`config.mk`:
```
export PLATFORM = sky130hd
export DESIGN_NAME = fetch_addr_unit
export DESIGN_NICKNAME = d
export VERILOG_FILES = /design/src/rtl/fau_pkg.sv /design/src/rtl/fau_src_pick.sv /design/src/rtl/fau_upper_latch.sv /design/src/rtl/fau_next_addr.sv /design/src/rtl/fetch_addr_unit.sv
export SDC_FILE = /design/constraint.sdc
export NUM_CORES = 1
export LEC_CHECK = 0
export BUFFER_PORTS_ARGS = -buffer_cell sky130_fd_sc_hd__buf_4
export CAP_MARGIN = 40
export CORE_MARGIN = 5
export CORE_UTILIZATION = 38
export DETAILED_ROUTE_END_ITERATION = 8
export PLACE_DENSITY = 0.78
export SLEW_MARGIN = 5
export SYNTH_ARGS = -nofsm -noshare
export SYNTH_HDL_FRONTEND = slang
export SYNTH_SLANG_ARGS = --single-unit
```
`constraint.sdc`:
```
create_clock -name clk -period 1.6 [get_ports clk]
set_clock_uncertainty 0.1 [all_clocks]
set_input_delay 0.48 -clock clk [delete_from_list [all_inputs] [get_ports clk]]
set_output_delay 0.48 -clock clk [all_outputs]
set_load 0.01 [all_outputs]
```
`src/rtl/fau_pkg.sv`:
```
// Shared types for the fetch address unit.
// Assumes: the enum order carries no meaning; the priority lives in fau_src_pick.
package fau_pkg;
    typedef enum logic [2:0] {
        SRC_RST,
        SRC_VEC,
        SRC_RET,
        SRC_JMP,
        SRC_LOW,
        SRC_INC
    } fau_src_e;
endpackage

```
`src/rtl/fau_src_pick.sv`:
```
// Chooses the single source of the next fetch address from the strobes.
// Assumes: the strobes are decoded one cycle ahead and may overlap;
// overlaps resolve as reset > vector > return > jump > low write > increment.
module fau_src_pick
    import fau_pkg::*;
(
    input  logic     rst_n,
    input  logic     vec_req,
    input  logic     ret_req,
    input  logic     jmp_req,
    input  logic     low_req,
    output fau_src_e src
);
    // Fixed-priority selection of the address source.
    always_comb begin
        if (!rst_n)       src = SRC_RST;
        else if (vec_req) src = SRC_VEC;
        else if (ret_req) src = SRC_RET;
        else if (jmp_req) src = SRC_JMP;
        else if (low_req) src = SRC_LOW;
        else              src = SRC_INC;
    end
endmodule

```
`src/rtl/fau_upper_latch.sv`:
```
// Holding register for the upper address bits, written by software only.
// Assumes: the stack and the load strobes never reach this register; a load in
// the same cycle as a write sees the old contents (plain register, no bypass).
module fau_upper_latch #(
    parameter int W = 5
) (
    input  logic         clk,
    input  logic         rst_n,
    input  logic         we,
    input  logic [W-1:0] wdata,
    output logic [W-1:0] q
);
    // Synchronous clear, otherwise load on write strobe.
    always_ff @(posedge clk) begin
        if (!rst_n)  q <= '0;
        else if (we) q <= wdata;
    end

    AST_LATCH_HOLD: assert property (@(posedge clk) disable iff (!rst_n)
        (rst_n && !we) |=> $stable(q));
endmodule

```
`src/rtl/fau_next_addr.sv`:
```
// Forms the next fetch address for the chosen source.
// Assumes: the low-byte path replaces only the low byte and the high part
// from the holding register, so no carry crosses from low to high.
module fau_next_addr
    import fau_pkg::*;
#(
    parameter int                ADDR_W = 13,
    parameter int                LO_W   = 8,
    parameter int                JMP_W  = 11,
    parameter logic [ADDR_W-1:0] VEC    = 13'h004
) (
    input  fau_src_e                src,
    input  logic [ADDR_W-1:0]       pc_q,
    input  logic [ADDR_W-LO_W-1:0]  latch_q,
    input  logic [LO_W-1:0]         alu_res,
    input  logic [JMP_W-1:0]        insn_addr,
    input  logic [ADDR_W-1:0]       ret_addr,
    output logic [ADDR_W-1:0]       pc_d
);
    localparam int HI_W  = ADDR_W - LO_W;
    localparam int JHI_W = ADDR_W - JMP_W;
    localparam logic [ADDR_W-1:0] ONE = {{(ADDR_W-1){1'b0}}, 1'b1};

    logic [ADDR_W-1:0] jmp_tgt;
    logic [ADDR_W-1:0] low_tgt;

    // Jump target: the page bits come from the top of the holding register.
    generate
        if (JHI_W > 0) begin : g_jmp_paged
            assign jmp_tgt = {latch_q[HI_W-1 -: JHI_W], insn_addr};
        end else begin : g_jmp_full
            assign jmp_tgt = insn_addr[ADDR_W-1:0];
        end
    endgenerate

    // Low-byte write target: whole holding register above the ALU byte.
    assign low_tgt = {latch_q, alu_res};

    // Source multiplexer for the next address.
    always_comb begin
        unique case (src)
            SRC_RST: pc_d = '0;
            SRC_VEC: pc_d = VEC;
            SRC_RET: pc_d = ret_addr;
            SRC_JMP: pc_d = jmp_tgt;
            SRC_LOW: pc_d = low_tgt;
            default: pc_d = pc_q + ONE;
        endcase
    end
endmodule

```
`src/rtl/fetch_addr_unit.sv`:
```
// Fetch address register of the core with a software-loaded upper-bit latch.
// Assumes: one clock per instruction cycle; strobes are single-cycle pulses
// from decode; the return stack lives outside and only supplies ret_addr.
module fetch_addr_unit
    import fau_pkg::*;
#(
    parameter int                ADDR_W = 13,
    parameter int                LO_W   = 8,
    parameter int                JMP_W  = 11,
    parameter logic [ADDR_W-1:0] VEC    = 13'h004
) (
    input  logic                    clk,
    input  logic                    rst_n,
    input  logic                    latch_we,
    input  logic [ADDR_W-LO_W-1:0]  latch_wdata,
    input  logic                    low_we,
    input  logic [LO_W-1:0]         alu_res,
    input  logic                    jmp_ld,
    input  logic [JMP_W-1:0]        insn_addr,
    input  logic                    ret_ld,
    input  logic [ADDR_W-1:0]       ret_addr,
    input  logic                    vec_ld,
    output logic [ADDR_W-1:0]       pc_o,
    output logic [LO_W-1:0]         pc_lo_o,
    output logic [ADDR_W-LO_W-1:0]  latch_o
);
    localparam int HI_W  = ADDR_W - LO_W;
    localparam int JHI_W = ADDR_W - JMP_W;

    fau_src_e          src;
    logic [ADDR_W-1:0] pc_q;
    logic [ADDR_W-1:0] pc_d;
    logic [HI_W-1:0]   latch_q;

    fau_src_pick u_pick (
        .rst_n   (rst_n),
        .vec_req (vec_ld),
        .ret_req (ret_ld),
        .jmp_req (jmp_ld),
        .low_req (low_we),
        .src     (src)
    );

    fau_upper_latch #(.W(HI_W)) u_latch (
        .clk   (clk),
        .rst_n (rst_n),
        .we    (latch_we),
        .wdata (latch_wdata),
        .q     (latch_q)
    );

    fau_next_addr #(
        .ADDR_W (ADDR_W),
        .LO_W   (LO_W),
        .JMP_W  (JMP_W),
        .VEC    (VEC)
    ) u_next (
        .src       (src),
        .pc_q      (pc_q),
        .latch_q   (latch_q),
        .alu_res   (alu_res),
        .insn_addr (insn_addr),
        .ret_addr  (ret_addr),
        .pc_d      (pc_d)
    );

    // Address register; reset is folded into the source select.
    always_ff @(posedge clk) begin
        pc_q <= pc_d;
    end

    assign pc_o    = pc_q;
    assign pc_lo_o = pc_q[LO_W-1:0];
    assign latch_o = latch_q;

    AST_RESET_CLEARS: assert property (@(posedge clk)
        !rst_n |=> (pc_o == '0 && latch_o == '0));
    AST_STEP_ONE: assert property (@(posedge clk) disable iff (!rst_n)
        (rst_n && !vec_ld && !ret_ld && !jmp_ld && !low_we)
        |=> pc_o == $past(pc_o) + 1'b1);
    AST_VEC_LOAD: assert property (@(posedge clk) disable iff (!rst_n)
        (rst_n && vec_ld) |=> pc_o == VEC);
    AST_RET_LOAD: assert property (@(posedge clk) disable iff (!rst_n)
        (rst_n && ret_ld && !vec_ld) |=> pc_o == $past(ret_addr));
    AST_JMP_PAGE: assert property (@(posedge clk) disable iff (!rst_n)
        (rst_n && jmp_ld && !ret_ld && !vec_ld)
        |=> (pc_o[JMP_W-1:0] == $past(insn_addr)
             && pc_o[ADDR_W-1 -: JHI_W] == $past(latch_o[HI_W-1 -: JHI_W])));
    AST_LOW_WRITE: assert property (@(posedge clk) disable iff (!rst_n)
        (rst_n && low_we && !jmp_ld && !ret_ld && !vec_ld)
        |=> (pc_o == {$past(latch_o), $past(alu_res)}));
endmodule

```
==> run summary <==
Status: completed
Leak Pwr: 0.000777 uW
Synth Instances: 139
Worst EP arrival: 1620 ps
Total Routing Usage GR: 0.163
Achievable Freq: 666 MHz
Routed wl met2: 1700 microns
Clock sinks: 18
Largest net degree at the start of global routing: 15
CORE AREA: 2810 sq um
Post-synth top flop: dfxtp_1
Max Cap Violations: 0
TritonCTS clock tree: done
Tightest Hold Check Type: input port to flip-flop
Startpoint Class: flip-flop
Final hold viol count: 0
Length of the first detailed-routing pass in iterations: 6
Rows: 19
# port buffers: 69
Seq/Total Area, Yosys: 0.319
Worst Max-Slew Pin Slew: 402 ps
Wire length on met3: 267 microns
Pwr Total: 1010 uW
Power Dens Cells: 603 nW/um^2
Slew Limit Headroom: 0.728
Hold Buf Count CTS: 0
Asr flop ratio synth: 0
DR WL/cell: 14.0 microns
EDFF count, synth: 0
Vias in the first global route: 1260
Post-layout net count: 250
Drt drc: 0
# diodes: 0
Count leader, synth: dfxtp_1
Period utilization: 0.939
IO Pins: 70
Top sig layer: met4
Synth area leader: dfxtp_1
Synth unique cells: 31
Die width: 64.5 microns
Crit path required time: 1710 ps
CTS Buf Count: 3
Worst Hold End: pc_o[0]
Mapped Area: 1130 sq um
Clk buf depth: 2
Yosys Warn Count: 0
Via density: 5.19
Clk pin slew, worst setup/hold paths: 90 ps
Total gr overflow: 0
Post-CTS Setup Bufs: 0
Synth cell count leaders: dfxtp_1, a21oi_1, nand2_1, xor2_1, o22ai_1
DRT iter0 DRCs: 30
Global-route wire length before repair: 5450 microns
DP Wirelength: 2730 microns
Top cells by area, synth: dfxtp_1, xor2_1, o22ai_1
Clock Root Buffer: clkbuf_4
#FFs+latches synth: 18
Layout cell share with drive strength beyond 1: 0.399
Initial antenna violation count: 0
Synthesized net count: 184
Final setup viols: 0
Die Footprint: 4160 sq um
Crit path time final: 1500 ps
Initial Util: 0.402
Maximum vdd drop: 0.497 mV
WL final: 3290 microns
GPL Wtd Cong: 0.807
Clk_lat worst skew: 290 ps
Slew Limit Fails: 0
Crit path max fanout: 7
Via count: 1215
R2R Path End: pc_o[8]
Mean Syn Cell Area: 8.12 sq um
Critical path class: flip-flop to flip-flop
H-Tree Depth: 1
Unrepaired setup endpoints after global routing: no
Hold Path Stages: 3
R2r setup slk: 100 ps
Metal1 wirelength: 1280 microns
Util after Layout: 0.595
Antenna Nets Post-Route: 0
Fill cells: 278
Syn-to-layout area delta: 47.9%
Hold Crit Start: alu_res[0]
Critical R2R Launch: pc_o[4]
Post-CTS sizing: 0
Synth top area share: 0.319
Crit. End Element: flip-flop
Die Span Y: 64.5 microns
R2R cell count: 4
## routing by layer
layer  global-route usage  up-vias
li1                     -      621
met1                0.174      545
met2                0.304       45
met3               0.0553        4
met4               0.0475        0
met5                    0        -
## report_power, final
part | leakage (uW) | total [uW] | internal [uW] | switching (uW)
sequential | 0.000148 | 496 | 472 | 24.0
combinational | 0.000615 | 291 | 170 | 121
clock | 0.0000138 | 220 | 87.6 | 133
## sequential cells by signal, indices dropped and copies added (netlist names)
register,cells
u_latch.q,5
pc_o,13
## critical path: stages (launching register included)
cell and delay, ps:
dfxtp_1 440, and4_1 360, nand4_1 140, xor2_1 170, a211oi_1 210
## worst max-delay path by stage
stage / from / slack (ps) / end
floorplan: low_we / -90 / pc_o[2]
global placement: jmp_ld / -130 / pc_o[2]
detailed placement: jmp_ld / -160 / pc_o[2]
CTS: pc_o[6] / 90 / pc_o[6]
global route: pc_o[4] / 10 / pc_o[8]
finish: pc_o[4] / 100 / pc_o[8]
## placed cells by master, fill, tap and decap left out, drive strengths merged
cell type	n
and4	2
o21ai	3
dfxtp	18
inv	4
clkbuf	3
nor3	2
o221a	1
xor2	11
o21a	5
mux2i	5
nor2	6
nand4	4
and2	2
nand3	4
nand3b	2
ha	1
nor2b	5
a211oi	6
a21oi	11
nand2	11
nand2b	2
a221oi	3
buf	78
or3	1
or2	1
nor4b	1
and3	1
o22ai	10
## cell families after synthesis
kind of cell / count (synthesis) / share of synthesized area
AO/OA/AOI/OAI: 39 / 0.224
XOR/XNOR: 11 / 0.0854
adder cells (fa/ha/maj): 1 / 0.0111
buffers and inverters: 21 / 0.108
flip-flops: 18 / 0.319
multiplexers: 5 / 0.0443
AND/OR/NAND/NOR: 44 / 0.208
## per-stage QoR
stage	instance area, sq um	TNS (ps)	hold WS, ps	cells	setup WS [ps]
final	1670	0	341	234	98.3
after global routing	1670	0	368	234	11.4
after CTS	1670	0	336	234	89.1
after detailed placement	1650	-782	446	231	-162
after global placement	1650	-360	420	231	-131
after floorplan	1130	-143	447	139	-90.3
## area by class of cell
| type | count | area [sq um] | area share |
|---|---|---|---|
| Inverter | 4 | 15.0 | 0.00900 |
| Clock buffer | 3 | 22.5 | 0.0135 |
| Tap cell | 31 | 38.8 | 0.0232 |
| Timing Repair Buffer | 78 | 586 | 0.351 |
| Multi-Input combinational cell | 100 | 647 | 0.388 |
| Sequential cell | 18 | 360 | 0.216 |
Power figures use the tool's default switching activity.
